**src/rtl/clk_lane_seq_pkg.sv**
```systemverilog
package clk_lane_seq_pkg;

   typedef enum logic [3:0] {
      PH_STOP,
      PH_REQ,
      PH_PREP,
      PH_ZERO,
      PH_PRE,
      PH_RUN,
      PH_POST,
      PH_TRAIL,
      PH_EXIT
   } lane_phase_e;

   // interval slots in the clamp array; the FSM picks them by index
   localparam int IV_LPX   = 0;
   localparam int IV_PREP  = 1;
   localparam int IV_ZERO  = 2;
   localparam int IV_PRE   = 3;
   localparam int IV_POST  = 4;
   localparam int IV_TRAIL = 5;
   localparam int IV_EXIT  = 6;
   localparam int NUM_IV   = 7;

   function automatic int unsigned ps_to_cyc_up(int unsigned ps, int unsigned per);
      return (ps + per - 1) / per;
   endfunction

   function automatic int unsigned ps_to_cyc_down(int unsigned ps, int unsigned per);
      return ps / per;
   endfunction

endpackage

```
**src/rtl/clk_lane_clamp.sv**
```systemverilog
module clk_lane_clamp #(
   parameter int unsigned W  = 8,
   parameter int unsigned LO = 1,
   parameter int unsigned HI = 255
) (
   input  logic [W-1:0] raw,
   output logic [W-1:0] val,
   output logic         out_of_range
);
   localparam logic [W-1:0] LO_V = W'(LO);
   localparam logic [W-1:0] HI_V = W'(HI);

   if (LO == 0 || LO > HI) begin : g_bad_bounds
      $error("clk_lane_clamp: bounds must satisfy 1 <= LO <= HI");
   end

   always_comb begin
      val          = raw;
      out_of_range = 1'b0;
      if (raw < LO_V) begin
         val          = LO_V;
         out_of_range = 1'b1;
      end else if (raw > HI_V) begin
         val          = HI_V;
         out_of_range = 1'b1;
      end
   end
endmodule

```
**src/rtl/clk_lane_timer.sv**
```systemverilog
module clk_lane_timer #(
   parameter int unsigned W = 8
) (
   input  logic         clk,
   input  logic         rst_n,
   input  logic         load,
   input  logic [W-1:0] load_val,
   output logic         done
);
   logic [W-1:0] cnt;

   always_ff @(posedge clk or negedge rst_n) begin
      if (!rst_n)
         cnt <= '0;
      else if (load)
         cnt <= load_val - 1'b1;
      else if (cnt != '0)
         cnt <= cnt - 1'b1;
   end

   assign done = (cnt == '0);

   AST_LOAD_NONZERO: assert property (@(posedge clk) disable iff (!rst_n)
      load |-> (load_val != '0));
endmodule

```
**src/rtl/clk_lane_fsm.sv**
```systemverilog
module clk_lane_fsm
   import clk_lane_seq_pkg::*;
#(
   parameter int unsigned W = 8
) (
   input  logic         clk,
   input  logic         rst_n,
   input  logic         hs_req,
   input  logic [W-1:0] iv_len [NUM_IV],
   input  logic         tmr_done,
   output lane_phase_e  phase,
   output logic         tmr_load,
   output logic [W-1:0] tmr_val
);
   lane_phase_e nxt;

   always_comb begin
      nxt      = phase;
      tmr_load = 1'b0;
      tmr_val  = iv_len[IV_LPX];
      unique case (phase)
         PH_STOP: if (hs_req) begin
            nxt = PH_REQ;   tmr_load = 1'b1; tmr_val = iv_len[IV_LPX];
         end
         PH_REQ: if (tmr_done) begin
            nxt = PH_PREP;  tmr_load = 1'b1; tmr_val = iv_len[IV_PREP];
         end
         PH_PREP: if (tmr_done) begin
            nxt = PH_ZERO;  tmr_load = 1'b1; tmr_val = iv_len[IV_ZERO];
         end
         PH_ZERO: if (tmr_done) begin
            nxt = PH_PRE;   tmr_load = 1'b1; tmr_val = iv_len[IV_PRE];
         end
         PH_PRE: if (tmr_done) begin
            if (hs_req) nxt = PH_RUN;
            else begin
               nxt = PH_POST; tmr_load = 1'b1; tmr_val = iv_len[IV_POST];
            end
         end
         PH_RUN: if (!hs_req) begin
            nxt = PH_POST;  tmr_load = 1'b1; tmr_val = iv_len[IV_POST];
         end
         PH_POST: if (tmr_done) begin
            nxt = PH_TRAIL; tmr_load = 1'b1; tmr_val = iv_len[IV_TRAIL];
         end
         PH_TRAIL: if (tmr_done) begin
            nxt = PH_EXIT;  tmr_load = 1'b1; tmr_val = iv_len[IV_EXIT];
         end
         PH_EXIT: if (tmr_done) nxt = PH_STOP;
         default: nxt = PH_STOP;
      endcase
   end

   always_ff @(posedge clk or negedge rst_n) begin
      if (!rst_n) phase <= PH_STOP;
      else        phase <= nxt;
   end

   AST_REQ_FROM_STOP: assert property (@(posedge clk) disable iff (!rst_n)
      (phase == PH_REQ && $past(phase) != PH_REQ) |-> ($past(phase) == PH_STOP));
   AST_PREP_FROM_REQ: assert property (@(posedge clk) disable iff (!rst_n)
      (phase == PH_PREP && $past(phase) != PH_PREP) |-> ($past(phase) == PH_REQ));
   AST_ZERO_FROM_PREP: assert property (@(posedge clk) disable iff (!rst_n)
      (phase == PH_ZERO && $past(phase) != PH_ZERO) |-> ($past(phase) == PH_PREP));
   AST_RUN_NEEDS_REQ: assert property (@(posedge clk) disable iff (!rst_n)
      (phase == PH_RUN) |-> $past(hs_req));
   AST_TRAIL_FROM_POST: assert property (@(posedge clk) disable iff (!rst_n)
      (phase == PH_TRAIL && $past(phase) != PH_TRAIL) |-> ($past(phase) == PH_POST));
endmodule

```
**src/rtl/clk_lane_outdec.sv**
```systemverilog
module clk_lane_outdec
   import clk_lane_seq_pkg::*;
#(
   parameter bit REG_OUT = 1'b0
) (
   input  logic        clk,
   input  logic        rst_n,
   input  lane_phase_e phase,
   output logic [1:0]  lp_line,
   output logic        hs_drive,
   output logic        clk_en,
   output logic        permit
);
   logic [1:0] d_lp;
   logic       d_hs, d_clk, d_permit;

   always_comb begin
      d_lp     = 2'b00;
      d_hs     = 1'b0;
      d_clk    = 1'b0;
      d_permit = 1'b0;
      unique case (phase)
         PH_STOP, PH_EXIT: d_lp = 2'b11;
         PH_REQ:           d_lp = 2'b01;
         PH_PREP:          d_lp = 2'b00;
         PH_ZERO, PH_TRAIL: d_hs = 1'b1;
         PH_PRE, PH_POST: begin d_hs = 1'b1; d_clk = 1'b1; end
         PH_RUN: begin d_hs = 1'b1; d_clk = 1'b1; d_permit = 1'b1; end
         default: d_lp = 2'b11;
      endcase
   end

   if (REG_OUT) begin : g_reg
      always_ff @(posedge clk or negedge rst_n) begin
         if (!rst_n) begin
            lp_line  <= 2'b11;
            hs_drive <= 1'b0;
            clk_en   <= 1'b0;
            permit   <= 1'b0;
         end else begin
            lp_line  <= d_lp;
            hs_drive <= d_hs;
            clk_en   <= d_clk;
            permit   <= d_permit;
         end
      end
   end else begin : g_comb
      assign lp_line  = d_lp;
      assign hs_drive = d_hs;
      assign clk_en   = d_clk;
      assign permit   = d_permit;
   end

   AST_PERMIT_WITH_CLK: assert property (@(posedge clk) disable iff (!rst_n)
      permit |-> (clk_en && hs_drive));
   AST_CLK_STOP_HS0: assert property (@(posedge clk) disable iff (!rst_n)
      $fell(clk_en) |-> hs_drive);
endmodule

```
**src/rtl/clk_lane_hs_seq.sv**
```systemverilog
module clk_lane_hs_seq
   import clk_lane_seq_pkg::*;
#(
   parameter int unsigned CNT_W        = 8,
   parameter int unsigned TCLK_PS      = 10000,
   parameter int unsigned LPX_MIN_PS   = 50000,
   parameter int unsigned PREP_MIN_PS  = 38000,
   parameter int unsigned PREP_MAX_PS  = 95000,
   parameter int unsigned TRAIL_MIN_PS = 60000,
   parameter int unsigned EXIT_MIN_PS  = 100000,
   parameter int unsigned ZERO_MIN_CYC = 1,
   parameter int unsigned PRE_MIN_CYC  = 2,
   parameter int unsigned POST_MIN_CYC = 6,
   parameter bit          REG_OUT      = 1'b0
) (
   input  logic             clk,
   input  logic             rst_n,
   input  logic             hs_req,
   input  logic [CNT_W-1:0] cfg_lpx,
   input  logic [CNT_W-1:0] cfg_prepare,
   input  logic [CNT_W-1:0] cfg_zero,
   input  logic [CNT_W-1:0] cfg_pre,
   input  logic [CNT_W-1:0] cfg_post,
   input  logic [CNT_W-1:0] cfg_trail,
   input  logic [CNT_W-1:0] cfg_exit,
   output logic [1:0]       lp_line,
   output logic             hs_drive,
   output logic             hs_clk_en,
   output logic             data_hs_permit,
   output logic             cfg_err
);
   localparam int unsigned CNT_MAX   = (1 << CNT_W) - 1;
   localparam int unsigned LPX_MIN   = ps_to_cyc_up(LPX_MIN_PS, TCLK_PS);
   localparam int unsigned PREP_MIN  = ps_to_cyc_up(PREP_MIN_PS, TCLK_PS);
   localparam int unsigned PREP_MAX  = ps_to_cyc_down(PREP_MAX_PS, TCLK_PS);
   localparam int unsigned TRAIL_MIN = ps_to_cyc_up(TRAIL_MIN_PS, TCLK_PS);
   localparam int unsigned EXIT_MIN  = ps_to_cyc_up(EXIT_MIN_PS, TCLK_PS);

   localparam int unsigned IV_LO [NUM_IV] = '{LPX_MIN, PREP_MIN, ZERO_MIN_CYC,
      PRE_MIN_CYC, POST_MIN_CYC, TRAIL_MIN, EXIT_MIN};
   localparam int unsigned IV_HI [NUM_IV] = '{CNT_MAX, PREP_MAX, CNT_MAX,
      CNT_MAX, CNT_MAX, CNT_MAX, CNT_MAX};

   if (CNT_W < 2 || CNT_W > 24) begin : g_bad_width
      $error("clk_lane_hs_seq: CNT_W out of range");
   end
   if (TCLK_PS == 0) begin : g_bad_period
      $error("clk_lane_hs_seq: TCLK_PS must be nonzero");
   end
   if (PREP_MIN > PREP_MAX) begin : g_bad_prep
      $error("clk_lane_hs_seq: timing clock too slow for the prepare window");
   end
   if (EXIT_MIN > CNT_MAX || LPX_MIN > CNT_MAX || TRAIL_MIN > CNT_MAX) begin : g_bad_range
      $error("clk_lane_hs_seq: a minimum does not fit in CNT_W bits");
   end

   logic [CNT_W-1:0] raw_iv [NUM_IV];
   logic [CNT_W-1:0] iv_len [NUM_IV];
   logic [NUM_IV-1:0] oor;

   assign raw_iv[IV_LPX]   = cfg_lpx;
   assign raw_iv[IV_PREP]  = cfg_prepare;
   assign raw_iv[IV_ZERO]  = cfg_zero;
   assign raw_iv[IV_PRE]   = cfg_pre;
   assign raw_iv[IV_POST]  = cfg_post;
   assign raw_iv[IV_TRAIL] = cfg_trail;
   assign raw_iv[IV_EXIT]  = cfg_exit;

   for (genvar i = 0; i < NUM_IV; i++) begin : g_iv
      clk_lane_clamp #(
         .W  (CNT_W),
         .LO (IV_LO[i]),
         .HI (IV_HI[i])
      ) u_clamp (
         .raw          (raw_iv[i]),
         .val          (iv_len[i]),
         .out_of_range (oor[i])
      );
   end

   always_ff @(posedge clk or negedge rst_n) begin
      if (!rst_n) cfg_err <= 1'b0;
      else        cfg_err <= cfg_err | (|oor);
   end

   lane_phase_e      phase;
   logic             tmr_load, tmr_done;
   logic [CNT_W-1:0] tmr_val;

   clk_lane_fsm #(.W(CNT_W)) u_fsm (
      .clk      (clk),
      .rst_n    (rst_n),
      .hs_req   (hs_req),
      .iv_len   (iv_len),
      .tmr_done (tmr_done),
      .phase    (phase),
      .tmr_load (tmr_load),
      .tmr_val  (tmr_val)
   );

   clk_lane_timer #(.W(CNT_W)) u_timer (
      .clk      (clk),
      .rst_n    (rst_n),
      .load     (tmr_load),
      .load_val (tmr_val),
      .done     (tmr_done)
   );

   clk_lane_outdec #(.REG_OUT(REG_OUT)) u_out (
      .clk      (clk),
      .rst_n    (rst_n),
      .phase    (phase),
      .lp_line  (lp_line),
      .hs_drive (hs_drive),
      .clk_en   (hs_clk_en),
      .permit   (data_hs_permit)
   );

   AST_ERR_STICKY: assert property (@(posedge clk) disable iff (!rst_n)
      cfg_err |=> cfg_err);
   AST_HS_ONLY_LP00: assert property (@(posedge clk) disable iff (!rst_n)
      hs_drive |-> (lp_line == 2'b00));
endmodule

```
**config.mk**
```make
export PLATFORM = sky130hd
export DESIGN_NAME = clk_lane_hs_seq
export DESIGN_NICKNAME = d
export VERILOG_FILES = /design/src/rtl/clk_lane_seq_pkg.sv /design/src/rtl/clk_lane_clamp.sv /design/src/rtl/clk_lane_timer.sv /design/src/rtl/clk_lane_fsm.sv /design/src/rtl/clk_lane_outdec.sv /design/src/rtl/clk_lane_hs_seq.sv
export SDC_FILE = /design/constraint.sdc
export NUM_CORES = 1
export LEC_CHECK = 0
export BUFFER_PORTS_ARGS = -buffer_cell sky130_fd_sc_hd__buf_4
export CORE_MARGIN = 4
export CORE_UTILIZATION = 50
export CTS_CLUSTER_DIAMETER = 60
export DETAILED_ROUTE_END_ITERATION = 10
export HOLD_SLACK_MARGIN = 0.1
export PLACE_DENSITY_LB_ADDON = 0.25
export SLEW_MARGIN = 5
export SYNTH_ARGS = -nofsm -noshare
export SYNTH_HDL_FRONTEND = slang
export SYNTH_SLANG_ARGS = --single-unit
```
**constraint.sdc**
```tcl
create_clock -name clk -period 6.47 [get_ports clk]
set_clock_uncertainty 0.15 [all_clocks]
set_input_delay 0.3235 -clock clk [delete_from_list [all_inputs] [get_ports clk]]
set_output_delay 0.3235 -clock clk [all_outputs]
set_load 0.01 [all_outputs]
```
==> metrics.md <==
| Metric | Value |
|---|---|
| Mapped Nets | 337 |
| Min Tclk post-route | 3.83 ns |
| Reg2Reg Launch Point | u_timer.cnt[1]$_DFFE_PN0P_ |
| Worst Hold Class | in -> reg |
| PwrDens | 293 nW/um2 |
| Yosys cell types | 69 |
| Yosys top cell area share | 16.3% |
| Worst r2r path cells | 10 |
| Vias/cell | 6.54 |
| Cells after Synth | 277 |
| Setup bufs post-CTS | 0 |
| Post-synthesis sequential area ratio | 16.3% |
| Worst VDD drop | 0.000210 V |
| Area post-placement | 2470 um2 |
| GR Overflow Total | 0 |
| Hold Path End | cfg_err$_DFF_PN0_ |
| Nets | 392 |
| Setup Viol. Count Final | 0 |
| Row Count | 22 |
| First-pass GRT wire length | 11500 um |
| Max Freq | 261 MHz |
| Worst EP arrival | 3.86 ns |
| Die Wd | 71.3 um |
| Area of the multi-input gates | 1570 um2 |
| CTS tree | yes |
| Dpl hpwl | 5600 um |
| Hold path startpoint | cfg_post[3] |
| Vias in the first global route | 2381 |
| Crit Reg-Reg Endpoint | u_timer.cnt[6]$_DFFE_PN0P_ |
| IO Count | 65 |
| M3 GR Usage | 5.47% |
| EDFF count, synth | 0 |
| Crit path kind | reg -> reg |
| Clock Latency Late Sink | 0.25 ns |
| Drc violations | 0 |
| DR pass1 iterations | 5 |
| Sequential cell area | 325 um2 |
| Num CTS Buffers | 3 |
| Routed vias | 2480 |
| Outcome | completed |
| Post_cts resized | 0 |
| Post-synth ARST share | 100% |
| Largest cells by area after synthesis | dfrtp_1 16%, a21oi_1 5.5%, nand2_1 5.4% |
| Final Hold Fails | 0 |
| Die Y | 71.3 um |
| Hold Crit Depth | 4 |
| Top Usage Layer GRT | met2 |
| CTS Root Cell | clkbuf_8 |
| Grt met1 use | 39.1% |
| Final WL | 7070 um |
| Met2 Use GR | 44.1% |
| Crit-path max FO | 11 |
| Initial detailed-routing violation count | 300 |
| Ratio of cells with drive above 1 in the final layout | 24.5% |
| ANT nets after route | 0 |
| Worst-case clock buffer depth | 2 |
| CTS sink cnt | 13 |
| H-tree depth | 1 |
| Final period util | 59.2% |
| Max Slew Vio Count | 0 |
| Worst EP required | 6.51 ns |
| # port buffers | 64 |
| Rel. slew slack | 29.9% |
| Setup slack, reg-to-reg | 2.64 ns |
| Yosys warning count | 0 |
| Max-Cap Viols | 0 |
| Tightest Pin Transition | 1.05 ns |
| WL/cell | 18.7 um |
| Worst setup SP type | flip-flop |
| GP Congestion | 0.991 |
| Synthesized flop and latch total | 13 |
| Crit end category | flip-flop |
| Initial Utilization | 53.1% |
| Synthesized area | 2000 um2 |
| Gr usage total | 27.6% |
| RSZ-0062 raised after global routing | no |
| Core area | 3770 um2 |
| Leak | 1.04 nW |
| Largest area contributor in the netlist | dfrtp_1 |
| Die area | 5080 um2 |
| Antenna violations before repair | 0 |
| # diodes | 0 |
| Most common flop cell mapped by yosys | dfrtp_1 |
| Largest net degree at the start of global routing | 39 |
| Avg Cell Area, Syn | 7.22 um2 |
| Final instance area | 2530 um2 |
| Fill count | 342 |
| Area growth from synthesis to layout | 26.4% |
| Reg clk slew, reported paths | 0.06 ns |
| Setup TNS | 0 ns |
==> sequential cells by signal, indices dropped and copies added, names as in the netlist <==
register,flops
cfg_err,1
u_timer.cnt,8
u_fsm.phase,4
==> report_power, final <==
part	total [mW]	internal [mW]	switching (mW)
registers	0.203	0.114	0.0893
logic	0.462	0.210	0.252
clock network	0.0751	0.0426	0.0325
==> area by class of cell <==
| cell class | count | area share (%) |
|---|---|---|
| Tap cell | 48 | 2.38 |
| Sequential cell | 13 | 12.9 |
| Clock inverter | 1 | 0.198 |
| Multi-Input combinational cell | 240 | 62.0 |
| Clock buffer | 3 | 1.63 |
| Timing Repair Buffer | 66 | 19.7 |
| Inverter | 8 | 1.19 |
==> worst max-delay path by stage <==
stage	startpoint	end	slack (ns)	depth (start not counted)
2_1_floorplan	u_timer.cnt[3]$_DFFE_PN0P_	u_timer.cnt[7]$_DFFE_PN0P_	3.61	9
3_3_place_gp	u_timer.cnt[1]$_DFFE_PN0P_	u_timer.cnt[6]$_DFFE_PN0P_	2.87	10
3_5_place_dp	u_timer.cnt[1]$_DFFE_PN0P_	u_timer.cnt[6]$_DFFE_PN0P_	2.74	10
4_1_cts	u_timer.cnt[1]$_DFFE_PN0P_	u_timer.cnt[6]$_DFFE_PN0P_	2.72	10
5_1_grt	u_timer.cnt[1]$_DFFE_PN0P_	u_timer.cnt[6]$_DFFE_PN0P_	2.37	10
6_report	u_timer.cnt[1]$_DFFE_PN0P_	u_timer.cnt[6]$_DFFE_PN0P_	2.64	10
==> synth_stat cells (2+ instances only) <==
cell,count
xnor2_1,3
a31oi_1,4
a21boi_0,3
a21oi_1,22
a32oi_1,2
a211o_1,2
a21o_1,2
nor4_1,8
nand2b_1,10
nand3_1,6
or3_1,3
nand2_1,29
a22oi_1,4
nand4_1,3
nor4b_1,2
o211a_1,2
or2_1,3
clkbuf_1,8
dfrtp_1,13
mux2i_1,8
nor2b_1,5
nor2_1,23
a211oi_1,7
a2111oi_0,2
inv_1,8
or4_1,4
nor3_1,9
nor4bb_1,2
mux2_2,2
o21ai_0,16
buf_2,4
buf_1,2
o211ai_1,8
a221o_1,2
o31ai_1,4
nor4_2,2
o22ai_1,3
o32a_1,2
o21bai_1,2
o21ai_1,4
==> cells in the final DEF, fill, tap and decap left out, types with 3 or more instances in the layout <==
master    instances
buf_4            65
nand2_1          29
nor2_1           23
a21oi_1          22
o21ai_0          16
dfrtp_1          13
nand2b_1         10
nor3_1            9
inv_1             8
nor4_1            8
o211ai_1          8
mux2i_1           8
a211oi_1          7
nand3_1           6
nor2b_1           5
or4_1             4
o21ai_1           4
o31ai_1           4
a31oi_1           4
a22oi_1           4
or3_1             3
or2_1             3
o22ai_1           3
nand4_1           3
a21boi_0          3
xnor2_1           3
clkbuf_8          3
==> layer usage <==
metal / vias up / wire, um / part of all wire (%)
li1: 1192 / - / -
met1: 1140 / 3140 / 44
met2: 142 / 3240 / 46
met3: 6 / 653 / 9.2
met4: 0 / 43 / 0.61
met5: - / 0 / 0
==> logic make-up after synthesis <==
group | Yosys count | synth area share (%)
AO/OA/AOI/OAI | 107 | 37.6
XOR/XNOR | 3 | 1.31
adder cells (fa/ha/maj) | 1 | 0.625
buffers and inverters | 24 | 5.32
flip-flops | 13 | 16.3
multiplexers | 12 | 6.82
AND/OR/NAND/NOR | 117 | 32.1
==> worst max-delay path, cell delays in order, from the launching register on <==
cell and delay (ns):
dfrtp_1 0.40, or4_1 0.78, o21ai_0 0.34, a21oi_1 0.12
nor2_1 0.67, nand4_1 0.33, nand2_1 0.14, ha_1 0.20
nand3_1 0.11, or4_1 0.42, nand2_1 0.08
==> repair_timing <==
action                                  4_1_cts  5_1_grt
endpoints found under the hold margin        13        0
hold buffers                                  1        0
endpoints found under the setup margin        0        0
==> through the flow <==
stage | cells | power [mW] | worst slack, ns | hold WS (ns) | util (%)
6_report | 379 | 0.740 | 2.64 | 0.267 | 67.1
3_5_place_dp | 374 | 0.650 | 2.74 | 0.0314 | 65.6
5_1_grt | 379 | 0.803 | 2.37 | 0.278 | 67.1
3_3_place_gp | 374 | 0.649 | 2.87 | 0.0309 | 65.6
4_1_cts | 379 | 0.730 | 2.72 | 0.267 | 67.1
2_1_floorplan | 277 | 0.521 | 3.61 | -0.122 | -
No activity file was read; power rests on OpenSTA's default activity.
